File: src/rtl/ccd_pkg.sv
package ccd_pkg;
    localparam int DATA_W = 32;
    localparam int ADDR_W = 3;
    localparam int DIV_W  = 8;

    localparam logic [ADDR_W-1:0] A_DIV = 3'd0;
    localparam logic [ADDR_W-1:0] A_ENA = 3'd1;
    localparam logic [ADDR_W-1:0] A_CMD = 3'd2;
    localparam logic [ADDR_W-1:0] A_IRQ = 3'd3;

    localparam int B_START = 31;
    localparam int B_UPD   = 21;
    localparam int B_WAIT  = 13;
    localparam int B_LOCK  = 12;

    typedef struct packed {
        logic             en;
        logic [DIV_W-1:0] div;
    } clk_cfg_t;

    typedef enum logic [1:0] {
        UPD_IDLE  = 2'd0,
        UPD_HOLD  = 2'd1,
        UPD_APPLY = 2'd2
    } upd_state_t;

    function automatic logic cfg_divided(clk_cfg_t c);
        return c.en && (c.div != '0);
    endfunction

    function automatic logic cfg_bypass(clk_cfg_t c);
        return c.en && (c.div == '0);
    endfunction
endpackage

File: src/rtl/ccd_regs.sv
module ccd_regs
    import ccd_pkg::*;
(
    input  logic              clk,
    input  logic              rst,
    input  logic              wr,
    input  logic [ADDR_W-1:0] addr,
    input  logic [DATA_W-1:0] wdata,
    input  logic              pending,
    output logic [DATA_W-1:0] rdata,
    output clk_cfg_t          staged,
    output logic              cmd_go,
    output logic              cmd_upd,
    output logic              cmd_wait,
    output logic              lock_err
);
    logic unused_wdata;
    assign unused_wdata = ^wdata;

    assign cmd_go   = wr && (addr == A_CMD) && wdata[B_START];
    assign cmd_upd  = wdata[B_UPD];
    assign cmd_wait = wdata[B_WAIT];

    always_ff @(posedge clk) begin
        if (rst) begin
            staged   <= '0;
            lock_err <= 1'b0;
        end else begin
            if (wr && addr == A_DIV) staged.div <= wdata[DIV_W-1:0];
            if (wr && addr == A_ENA) staged.en  <= wdata[0];
            if (wr && addr == A_IRQ && wdata[B_LOCK]) lock_err <= 1'b0;
            if (cmd_go && pending) lock_err <= 1'b1;
        end
    end

    always_comb begin
        rdata = '0;
        case (addr)
            A_DIV:   rdata[DIV_W-1:0] = staged.div;
            A_ENA:   rdata[0]         = staged.en;
            A_CMD:   rdata[B_START]   = pending;
            A_IRQ:   rdata[B_LOCK]    = lock_err;
            default: rdata = '0;
        endcase
    end
endmodule

File: src/rtl/ccd_update.sv
module ccd_update
    import ccd_pkg::*;
(
    input  logic     clk,
    input  logic     rst,
    input  logic     go,
    input  logic     upd,
    input  logic     wait_data,
    input  logic     data_busy,
    input  clk_cfg_t staged,
    output logic     pending,
    output clk_cfg_t cfg_q
);
    upd_state_t state;
    logic       upd_q;
    logic       wait_q;

    always_ff @(posedge clk) begin
        if (rst) begin
            state  <= UPD_IDLE;
            upd_q  <= 1'b0;
            wait_q <= 1'b0;
            cfg_q  <= '0;
        end else begin
            case (state)
                UPD_IDLE: if (go) begin
                    state  <= UPD_HOLD;
                    upd_q  <= upd;
                    wait_q <= wait_data;
                end
                UPD_HOLD: if (!(wait_q && data_busy)) state <= UPD_APPLY;
                UPD_APPLY: begin
                    if (upd_q) cfg_q <= staged;
                    state <= UPD_IDLE;
                end
                default: state <= UPD_IDLE;
            endcase
        end
    end

    assign pending = (state != UPD_IDLE);
endmodule

File: src/rtl/ccd_gen.sv
module ccd_gen
    import ccd_pkg::*;
(
    input  logic     clk,
    input  logic     rst,
    input  clk_cfg_t cfg,
    output clk_cfg_t act,
    output logic     q,
    output logic     clk_out
);
    localparam logic [DIV_W-1:0] ONE = DIV_W'(1);

    logic [DIV_W-1:0] cnt;
    logic             last;
    logic             swap_ok;

    assign last    = (cnt == act.div - ONE);
    assign swap_ok = !q && (!cfg_divided(act) || last);

    always_ff @(posedge clk) begin
        if (rst) begin
            act <= '0;
            cnt <= '0;
            q   <= 1'b0;
        end else if (swap_ok) begin
            act <= cfg;
            cnt <= '0;
            q   <= cfg_divided(cfg);
        end else if (cfg_divided(act)) begin
            if (last) begin
                cnt <= '0;
                q   <= ~q;
            end else begin
                cnt <= cnt + ONE;
            end
        end
    end

    assign clk_out = cfg_bypass(act) ? clk : q;
endmodule

File: src/rtl/card_clk_gen.sv
module card_clk_gen
    import ccd_pkg::*;
(
    input  logic              clk_ref,
    input  logic              rst,
    input  logic              bus_wr,
    input  logic [ADDR_W-1:0] bus_addr,
    input  logic [DATA_W-1:0] bus_wdata,
    output logic [DATA_W-1:0] bus_rdata,
    input  logic              data_busy,
    output logic              card_clk,
    output logic              upd_pending
);
    clk_cfg_t staged;
    clk_cfg_t cfg_c;
    clk_cfg_t act;
    logic     cmd_go;
    logic     cmd_upd;
    logic     cmd_wait;
    logic     lock_err;
    logic     div_q;

    ccd_regs u_regs (
        .clk      (clk_ref),
        .rst      (rst),
        .wr       (bus_wr),
        .addr     (bus_addr),
        .wdata    (bus_wdata),
        .pending  (upd_pending),
        .rdata    (bus_rdata),
        .staged   (staged),
        .cmd_go   (cmd_go),
        .cmd_upd  (cmd_upd),
        .cmd_wait (cmd_wait),
        .lock_err (lock_err)
    );

    ccd_update u_upd (
        .clk       (clk_ref),
        .rst       (rst),
        .go        (cmd_go),
        .upd       (cmd_upd),
        .wait_data (cmd_wait),
        .data_busy (data_busy),
        .staged    (staged),
        .pending   (upd_pending),
        .cfg_q     (cfg_c)
    );

    ccd_gen u_gen (
        .clk     (clk_ref),
        .rst     (rst),
        .cfg     (cfg_c),
        .act     (act),
        .q       (div_q),
        .clk_out (card_clk)
    );
endmodule

File: config.mk
export PLATFORM = sky130hd
export DESIGN_NAME = card_clk_gen
export DESIGN_NICKNAME = d
export VERILOG_FILES = /design/src/rtl/ccd_pkg.sv /design/src/rtl/ccd_regs.sv /design/src/rtl/ccd_update.sv /design/src/rtl/ccd_gen.sv /design/src/rtl/card_clk_gen.sv
export SDC_FILE = /design/constraint.sdc
export NUM_CORES = 1
export LEC_CHECK = 0
export BUFFER_PORTS_ARGS = -buffer_cell sky130_fd_sc_hd__buf_2
export CAP_MARGIN = 15
export CORE_ASPECT_RATIO = 0.9
export CORE_MARGIN = 2
export CORE_UTILIZATION = 50
export CTS_BUF_LIST = sky130_fd_sc_hd__clkbuf_4
export DETAILED_ROUTE_END_ITERATION = 8
export PLACE_DENSITY = 0.8
export SLEW_MARGIN = 15
export SYNTH_ARGS = -nofsm -noshare
export SYNTH_HDL_FRONTEND = slang
export SYNTH_SLANG_ARGS = --single-unit
export TNS_END_PERCENT = 100
File: constraint.sdc
create_clock -name clk_ref -period 2.13 [get_ports clk_ref]
set_input_delay 0.3195 -clock clk_ref [delete_from_list [all_inputs] [get_ports clk_ref]]
set_output_delay 0.3195 -clock clk_ref [all_outputs]
set_load 0.02 [all_outputs]
==> results.sh, run 1 <==
export IMPL_ys_top_cells_by_count="dfxtp_1, nor2_1, nand2_1"
export IMPL_synth_area_leader_cell="dfxtp_1"
export IMPL_ys_top_cells_by_area="dfxtp_1, mux2i_1, buf_4, nor2_1, nand2_1"
export IMPL_hp_start="bus_wdata[7]"
export IMPL_async_flop_share=0
export IMPL_route_detailed_drc=0
export IMPL_synth_edff_count=0
export IMPL_io_buffers=30
export IMPL_die_w_um=73.0
export IMPL_tritoncts="built"
export IMPL_post_route_util=0.608
export IMPL_syn_inst=259
export IMPL_crit_path_max_incr_delay_ps=370
export IMPL_clk_latency_ps=480
export IMPL_finalWirelength_mm=4.41
export IMPL_synth_area_per_cell_um2=8.28
export IMPL_area_delta_synth_final_pct=16.3
export IMPL_synth_seq_area_share=0.383
export IMPL_routedWlPerCell_um=12.6
export IMPL_vias=1819
export IMPL_start_kind="register"
export IMPL_fmax_mhz=466
export IMPL_grt_overflow=0
export IMPL_syn_cell_area_um2=2140
export IMPL_worst_r2r_endpoint="u_gen.act[0]$_SDFFE_PP0P_"
export IMPL_drive_above_1_share=0.215
export IMPL_grt_pass1_wl_mm=6.96
export IMPL_setup_viol=1
export IMPL_die_h_um=66.1
export IMPL_grt_max_degree=27
export IMPL_multi_input_area_um2=1210
export IMPL_fin_crit_sh=1.01
export IMPL_skew_ps=11.9
export IMPL_stdcell_count=351
export IMPL_rr_worst_depth=9
export IMPL_hold_viol_final=0
export IMPL_placedCellCount=334
export IMPL_dominantRegCellSynth="dfxtp_1"
export IMPL_cp_max_fo=2
export IMPL_initial_utilization=0.523
export IMPL_reg2reg_slack_ps=140
export IMPL_violations="setup timing"
export IMPL_num_fill_cells=350
export IMPL_slew_limit_headroom=0.605
export IMPL_hp_class="in2reg"
export IMPL_vias_per_cell=5.18
export IMPL_whs_path_depth=3
export IMPL_coreArea_um2=4100
export IMPL_fin_setup_tns_ps=-16.2
export IMPL_max_cap_violations=0
export IMPL_peakVddDrop_uv=385
export IMPL_regArea_um2=831
export IMPL_grt_pass1_vias=1592
export IMPL_reg2reg_from="u_gen.act[1]$_SDFFE_PP0P_"
export IMPL_hold_end="u_regs.staged[7]$_SDFFE_PP0P_"
export IMPL_outcome="complete, but fails checks"
export IMPL_crit_type="reg2out"
export IMPL_first_pass_iters=4
export IMPL_dieArea_um2=4830
export IMPL_antenna_found_initial=0
export IMPL_setup_ws_ps=-16.2
export IMPL_n_antenna_cell=0
export IMPL_place_ws_ps=99.7
export IMPL_dp_hpwl_mm=3.05
export IMPL_gp_congestion=0.816
export IMPL_ant_nets=0
export IMPL_grt_setup_unrepaired="yes"
export IMPL_fin_nets=344
export IMPL_endpoint_kind="output pin"
export IMPL_drt_iter0_drc=88
export IMPL_cp_slowest_cell="dfxtp_4"
export IMPL_io_pins=73
export IMPL_synth_warnings=0
export IMPL_ys_seq_elements=41
export IMPL_final_max_slew_viol_count=0
export IMPL_cp_cell_sequence="nor4_4 -> buf_4 -> nand4_1 -> mux2_2 -> buf_6"
export IMPL_period_minus_slack_ps=2150
export IMPL_netlist_cell_type_count=33
export IMPL_p_leak_nw=1.07
export IMPL_grt_use_total=0.192
export IMPL_powerDensity_nw_per_um2=582
export IMPL_clk_pin_slew_worst_paths_ps=130
export IMPL_worst_endpoint_required_ps=1810
export IMPL_cp_arrival_ps=1830
export IMPL_tightest_slew_ps=590
export IMPL_num_rows=22
export IMPL_synth_top_cell_area_share=0.383
[sequential cells by signal, indices dropped and copies added, names as in the netlist]
register	count
u_gen.act	9
u_gen.cnt	8
u_gen.q	1
u_regs.lock_err	1
u_regs.staged	9
u_upd.cfg_q	9
u_upd.state	2
u_upd.upd_q	1
u_upd.wait_q	1
[placed cells by master (no fill, tap or decap), types with 2 or more instances in the layout]
cell type	netlist	layout
nand4_1	6	6
mux2i_1	23	23
nor4_4	1	2
clkbuf_4	0	8
nand3_1	7	6
nand2_1	27	27
nand4b_1	2	2
dfxtp_1	41	37
buf_4	23	12
nor3_1	11	11
xnor2_1	9	9
xor2_1	5	5
dfxtp_2	0	2
and2_1	8	8
dfxtp_4	0	2
nor4_1	2	2
ha_1	3	3
conb_1	1	22
a21oi_1	15	14
buf_2	1	29
buf_6	0	2
a31oi_1	5	5
and3_1	3	3
inv_1	6	6
nor2_1	41	41
[through the flow]
stage / power (mW) / instance area (µm²) / hold WS (ps)
floorplan: 0.882 / 2220 / 411
global placement: 0.877 / 2290 / 443
detailed placement: 0.878 / 2290 / 458
CTS: 1.46 / 2430 / 16.0
global route: 1.52 / 2490 / 47.0
finish: 1.45 / 2490 / 61.4
[timing repair]
item,4_1_cts,5_1_grt
gates resized for setup,6,9
pin swaps,1,4
hold buffers,0,1
endpoints found under the hold margin,0,1
buffers inserted,4,1
endpoints found under the setup margin,1,18
[critical path, delay by kind of cell (launching register included)]
kind / cells / cell delay (ps)
buf+inv: 2 / 290
flops: 1 / 370
simple gates: 2 / 400
mux: 1 / 290
[layout make-up]
| class | instances | area share |
|---|---|---|
| clock buffer | 9 | 0.0286 |
| clock inverter | 3 | 0.0165 |
| inverter | 6 | 0.00903 |
| multi-input combinational | 201 | 0.486 |
| sequential | 41 | 0.333 |
| tap | 48 | 0.0241 |
| timing repair buffer | 43 | 0.103 |
[worst max path at each step]
stage | start | endpoint | slack (ps) | depth (start not counted)
finish | u_gen.act[5]$_SDFFE_PP0P_ | card_clk | -20 | 5
detailed placement | u_gen.act[2]$_SDFFE_PP0P_ | u_gen.act[5]$_SDFFE_PP0P_ | 100 | 8
global placement | u_gen.act[0]$_SDFFE_PP0P_ | u_gen.cnt[5]$_SDFFE_PP0P_ | 100 | 8
CTS | u_gen.act[5]$_SDFFE_PP0P_ | card_clk | -30 | 5
floorplan | u_gen.act[0]$_SDFFE_PP0P_ | u_gen.cnt[3]$_SDFFE_PP0P_ | 220 | 8
global route | u_gen.act[5]$_SDFFE_PP0P_ | card_clk | -120 | 5
[cell families (layout without fill, tap and decap cells)]
family	Yosys count	count (layout)	share of synthesized area
other cells	1	22	0.00175
mux	24	24	0.113
buf+inv	38	61	0.107
flops	41	41	0.383
compound gates	25	25	0.0671
fa+ha+maj	3	3	0.0175
xor+xnor	14	14	0.0572
simple gates	113	113	0.254
[power by group]
part | switching (mW) | internal [mW]
sequential | 0.00310 | 0.768
combinational | 0.0657 | 0.0229
clock | 0.286 | 0.305
[per-layer routing]
| layer | global-route usage | vias to the layer above | share of wire |
|---|---|---|---|
| met5 | 0 | - | 0 |
| li1 | - | 913 | - |
| met4 | 0.104 | 0 | 0.015 |
| met3 | 0.0595 | 7 | 0.051 |
| met1 | 0.235 | 842 | 0.44 |
| met2 | 0.297 | 57 | 0.49 |
(Power assumes the default switching activity.)
==> run 2, diff against run 1 <==
==> constraint.sdc (replaced) <==
create_clock -name clk_ref -period 2.13 [get_ports clk_ref]
set_input_delay 0.3195 -clock clk_ref [delete_from_list [all_inputs] [get_ports clk_ref]]
set_output_delay 0.3195 -clock clk_ref [all_outputs]
set_load 0.1 [all_outputs]
==> results.sh, run 2 (synthesis results as in run 1) <==
export IMPL_largest_registers="u_gen.act (9), u_regs.staged (9), u_upd.cfg_q (9)"
export IMPL_start_kind="register"
export IMPL_cp_arrival_ps=1880
export IMPL_antenna_found_initial=0
export IMPL_drive_above_1_share=0.203
export IMPL_io_buffers=30
export IMPL_cp_max_fo=3
export IMPL_grt_max_degree=24
export IMPL_violations="setup timing"
export IMPL_rr_worst_depth=9
export IMPL_coreArea_um2=4100
export IMPL_skew_ps=23.3
export IMPL_die_w_um=73.0
export IMPL_setup_viol=1
export IMPL_die_h_um=66.1
export IMPL_tritoncts="built"
export IMPL_clk_latency_ps=480
export IMPL_slew_limit_headroom=0.596
export IMPL_worst_endpoint_required_ps=1810
export IMPL_setup_ws_ps=-67.5
export IMPL_first_pass_iters=4
export IMPL_routedWlPerCell_um=12.6
export IMPL_worst_r2r_endpoint="u_gen.act[3]$_SDFFE_PP0P_"
export IMPL_ant_nets=0
export IMPL_fin_nets=341
export IMPL_stdcell_count=348
export IMPL_p_leak_nw=1.08
export IMPL_placedCellCount=333
export IMPL_gp_congestion=0.798
export IMPL_io_pins=73
export IMPL_post_route_util=0.622
export IMPL_hold_viol_final=0
export IMPL_num_fill_cells=344
export IMPL_grt_setup_unrepaired="yes"
export IMPL_outcome="complete, but fails checks"
export IMPL_crit_type="reg2out"
export IMPL_reg2reg_slack_ps=120
export IMPL_dieArea_um2=4830
export IMPL_finalWirelength_mm=4.37
export IMPL_multi_input_area_um2=1200
export IMPL_hp_class="in2reg"
export IMPL_grt_pass1_wl_mm=7.55
export IMPL_reg2reg_from="u_gen.act[2]$_SDFFE_PP0P_"
export IMPL_dp_hpwl_mm=3.20
export IMPL_drt_iter0_drc=103
export IMPL_initial_utilization=0.523
export IMPL_n_antenna_cell=0
export IMPL_endpoint_kind="output pin"
export IMPL_grt_use_total=0.202
export IMPL_critPathLaunch="u_gen.act[5]$_SDFFE_PP0P_"
export IMPL_final_cell_mix="nor2_1, dfxtp_1, nand2_1"
export IMPL_vias=1828
export IMPL_period_minus_slack_ps=2200
export IMPL_fin_crit_sh=1.03
export IMPL_area_delta_synth_final_pct=19.0
export IMPL_grt_overflow=0
export IMPL_whs_ps=44.7
export IMPL_final_max_slew_viol_count=0
export IMPL_powerDensity_nw_per_um2=631
export IMPL_endpoint="card_clk"
export IMPL_mostFrequentLayoutCell="nor2_1"
export IMPL_grt_pass1_vias=1741
export IMPL_vias_per_cell=5.25
export IMPL_cts_hold_buf=0
export IMPL_route_detailed_drc=0
export IMPL_max_cap_violations=0
export IMPL_clk_pin_slew_worst_paths_ps=120
export IMPL_num_rows=22
export IMPL_fmax_mhz=455
export IMPL_peakVddDrop_uv=371
export IMPL_tightest_slew_ps=604
export IMPL_regArea_um2=823
run 2: changes by cell type in the layout (fill, tap and decap cells not counted), sizes merged:
cell | before | now
clkbuf | 8 | 9
dlygate4sd3 | 1 | 0
buf | 43 | 41
clkinvlp | 1 | 0
run 2: area by class of cell:
cell class | instances | share of cell area
inverters | 6 | 0.00882
multi-input cells | 201 | 0.469
flip-flops and latches | 41 | 0.323
clock buffers | 10 | 0.0309
well taps | 48 | 0.0235
repair buffers | 40 | 0.130
clock inverters | 2 | 0.0152
run 2: worst min path at each step:
| stage | start | to | slack [ps] | cells after the start |
|---|---|---|---|---|
| global route | data_busy | u_upd.state[1]$_SDFFE_PP0P_ | 60 | 2 |
| detailed placement | u_regs.staged[4]$_SDFFE_PP0P_ | u_regs.staged[4]$_SDFFE_PP0P_ | 460 | 2 |
| floorplan | data_busy | u_upd.state[1]$_SDFFE_PP0P_ | 410 | 1 |
| finish | data_busy | u_upd.state[1]$_SDFFE_PP0P_ | 40 | 2 |
| global placement | u_upd.wait_q$_SDFFE_PP0P_ | u_upd.state[1]$_SDFFE_PP0P_ | 450 | 1 |
| CTS | data_busy | u_upd.state[1]$_SDFFE_PP0P_ | 40 | 2 |
run 2: routing by layer:
metal	track usage	vias to the layer above	wire [µm]	share of wire
li1	-	913	-	-
met1	0.243	856	1950	0.45
met2	0.329	52	2110	0.48
met3	0.0564	7	245	0.056
met4	0.0972	0	66	0.015
met5	0	-	0	0
run 2: power by group:
part | internal [mW] | leakage, nW | switching, mW | total, mW
registers | 0.771 | 0.332 | 0.00319 | 0.774
clock network | 0.325 | 0.0720 | 0.281 | 0.606
logic | 0.0233 | 0.673 | 0.207 | 0.230
total | 1.12 | 1.08 | 0.491 | 1.61
run 2: repair_timing:
item | 4_1_cts | 5_1_grt
buffers inserted | 2 | 2
resized for setup | 4 | 2
setup endpoints to repair | 1 | 14
pin swaps | 1 | 1
run 2: worst max-delay path, stage by stage (launching register included):
cell	delay (ps)
dfxtp_2	370
nor4_4	310
buf_4	160
nand4_1	90
mux2_2	290
buf_6	180
run 2: per-stage QoR:
step                      TNS, ps  power [mW]  area [µm²]  setup slack (ps)
after detailed placement        0        1.02        2390              43.3
after global routing         -150        1.67        2550              -144
after global placement          0        1.02        2390              97.2
final                       -67.5        1.61        2550             -67.5
after CTS                   -77.4        1.62        2520             -77.4
after floorplan             -17.7        1.02        2230             -17.7
==> run 3, diff against run 2 <==
==> constraint.sdc (replaced) <==
create_clock -name clk_ref -period 2.13 [get_ports clk_ref]
set_input_delay 0.3195 -clock clk_ref [delete_from_list [all_inputs] [get_ports clk_ref]]
set_output_delay 0.3195 -clock clk_ref [all_outputs]
set_load 0.01 [all_outputs]
==> results.sh, run 3 (synthesis results as in run 1) <==
export IMPL_initial_utilization=0.523
export IMPL_hold_viol_final=0
export IMPL_grt_use_total=0.192
export IMPL_first_pass_iters=4
export IMPL_fin_nets=343
export IMPL_setup_ws_ps=-5.75
export IMPL_post_route_util=0.604
export IMPL_coreArea_um2=4100
export IMPL_endpoint_kind="output pin"
export IMPL_rr_worst_depth=8
export IMPL_violations="setup timing"
export IMPL_critPathLaunch="u_gen.act[5]$_SDFFE_PP0P_"
export IMPL_area_delta_synth_final_pct=15.6
export IMPL_drive_above_1_share=0.212
export IMPL_peakVddDrop_uv=386
export IMPL_final_max_slew_viol_count=0
export IMPL_dieArea_um2=4830
export IMPL_outcome="complete, but fails checks"
export IMPL_num_rows=22
export IMPL_clk_pin_slew_worst_paths_ps=130
export IMPL_hp_start="bus_wdata[6]"
export IMPL_tritoncts="built"
export IMPL_hp_class="in2reg"
export IMPL_vias=1794
export IMPL_gp_congestion=0.816
export IMPL_fin_crit_sh=1.00
export IMPL_grt_pass1_wl_mm=6.96
export IMPL_grt_max_degree=27
export IMPL_clk_latency_ps=480
export IMPL_dp_hpwl_mm=3.05
export IMPL_setup_viol=1
export IMPL_grt_overflow=0
export IMPL_crit_type="reg2out"
export IMPL_period_minus_slack_ps=2140
export IMPL_worst_endpoint_required_ps=1810
export IMPL_cp_cell_sequence="nor4_4 -> buf_4 -> nand4_1 -> mux2_2 -> buf_6"
export IMPL_routedWlPerCell_um=12.5
export IMPL_vias_per_cell=5.13
export IMPL_cp_depth=5
export IMPL_crit_path_max_incr_delay_ps=370
export IMPL_powerDensity_nw_per_um2=578
export IMPL_path_buf_inv=2
export IMPL_die_w_um=73.0
export IMPL_cp_arrival_ps=1820
export IMPL_cp_top_family="simple AND/OR/NAND/NOR gates"
export IMPL_io_buffers=30
export IMPL_max_cap_violations=0
export IMPL_ant_nets=0
export IMPL_whs_path_depth=3
export IMPL_p_leak_nw=1.06
export IMPL_antenna_found_initial=0
export IMPL_io_pins=73
export IMPL_fmax_mhz=468
export IMPL_drt_iter0_drc=104
export IMPL_finalWirelength_mm=4.36
export IMPL_slew_limit_headroom=0.611
export IMPL_fin_setup_tns_ps=-5.75
export IMPL_cp_max_fo=2
export IMPL_grt_pass1_vias=1592
export IMPL_largest_registers="u_gen.act (9), u_regs.staged (9), u_upd.cfg_q (9)"
export IMPL_grt_setup_unrepaired="yes"
export IMPL_tightest_slew_ps=582
export IMPL_route_detailed_drc=0
export IMPL_mostFrequentLayoutCell="nor2_1"
export IMPL_final_cell_mix="nor2_1, dfxtp_1, buf_2"
export IMPL_reg2reg_from="u_gen.act[2]$_SDFFE_PP0P_"
export IMPL_start_kind="register"
export IMPL_die_h_um=66.1
export IMPL_n_antenna_cell=0
export IMPL_skew_ps=12.5
export IMPL_cp_slowest_cell="dfxtp_4"
[run 3: cell count changes in the layout (fill, tap and decap cells not counted), moves of 2 or more]
| cell | delta |
|---|---|
| nor3_1 | +2 |
| dfxtp_4 | +2 |
| nor3_2 | -2 |
| dfxtp_1 | -2 |
| buf_2 | +7 |
| buf_12 | -7 |
[run 3: what timing repair did]
item	in CTS	in global routing
resized for setup	5	8
hold buffers	0	1
pin swaps	1	4
endpoints found under the hold margin	0	1
endpoints found under the setup margin	1	18
setup buffers	4	0
[run 3: path summary, 6_finish.rpt]
check / to / slack [ps]
setup / recovery: card_clk / -6
setup reg to reg: u_gen.cnt[7]$_SDFFE_PP0P_ / 120
hold reg to reg: u_regs.staged[2]$_SDFFE_PP0P_ / 480
hold / removal: u_regs.staged[6]$_SDFFE_PP0P_ / 60
[run 3: metrics by stage]
step | cell area (µm²) | power (mW) | worst slack, ps | std cells | hold slack (ps)
5_1_grt | 2480 | 1.50 | -115 | 350 | 47.0
2_1_floorplan | 2220 | 0.863 | 217 | 280 | 411
6_report | 2480 | 1.43 | -5.75 | 350 | 62.5
3_5_place_dp | 2290 | 0.860 | 99.7 | 334 | 458
4_1_cts | 2430 | 1.44 | -23.8 | 349 | 16.0
3_3_place_gp | 2290 | 0.859 | 101 | 334 | 443
[run 3: tightest hold or removal path: cells and delay by family]
| family | cells | cell delay [ps] |
|---|---|---|
| and+or+nand+nor | 1 | 40 |
| AOI/OAI and AO/OA | 1 | 50 |
| buffers and inverters | 1 | 90 |
[run 3: cell type report]
cell class	count	area [µm²]
Clock buffer	9	71.3
Fill cell	352	1620
Timing Repair Buffer	42	249
Sequential cell	41	831
Clock inverter	3	41.3
Tap cell	48	60.1
Multi-Input combinational cell	201	1200
Inverter	6	22.5
[run 3: layer usage]
metal  vias up  GRT usage  share of wire
li1        912          -              -
met1       825      0.235           0.46
met2        48      0.297           0.47
met3         9     0.0595          0.051
met4         0      0.104          0.018
met5         -          0              0
[run 3: power by group]
group	internal [mW]	leakage (nW)	total, mW	switching (mW)
Clock	0.305	0.0650	0.591	0.286
Combinational	0.0229	0.666	0.0713	0.0484
Sequential	0.768	0.333	0.771	0.00314
Total	1.10	1.06	1.43	0.337
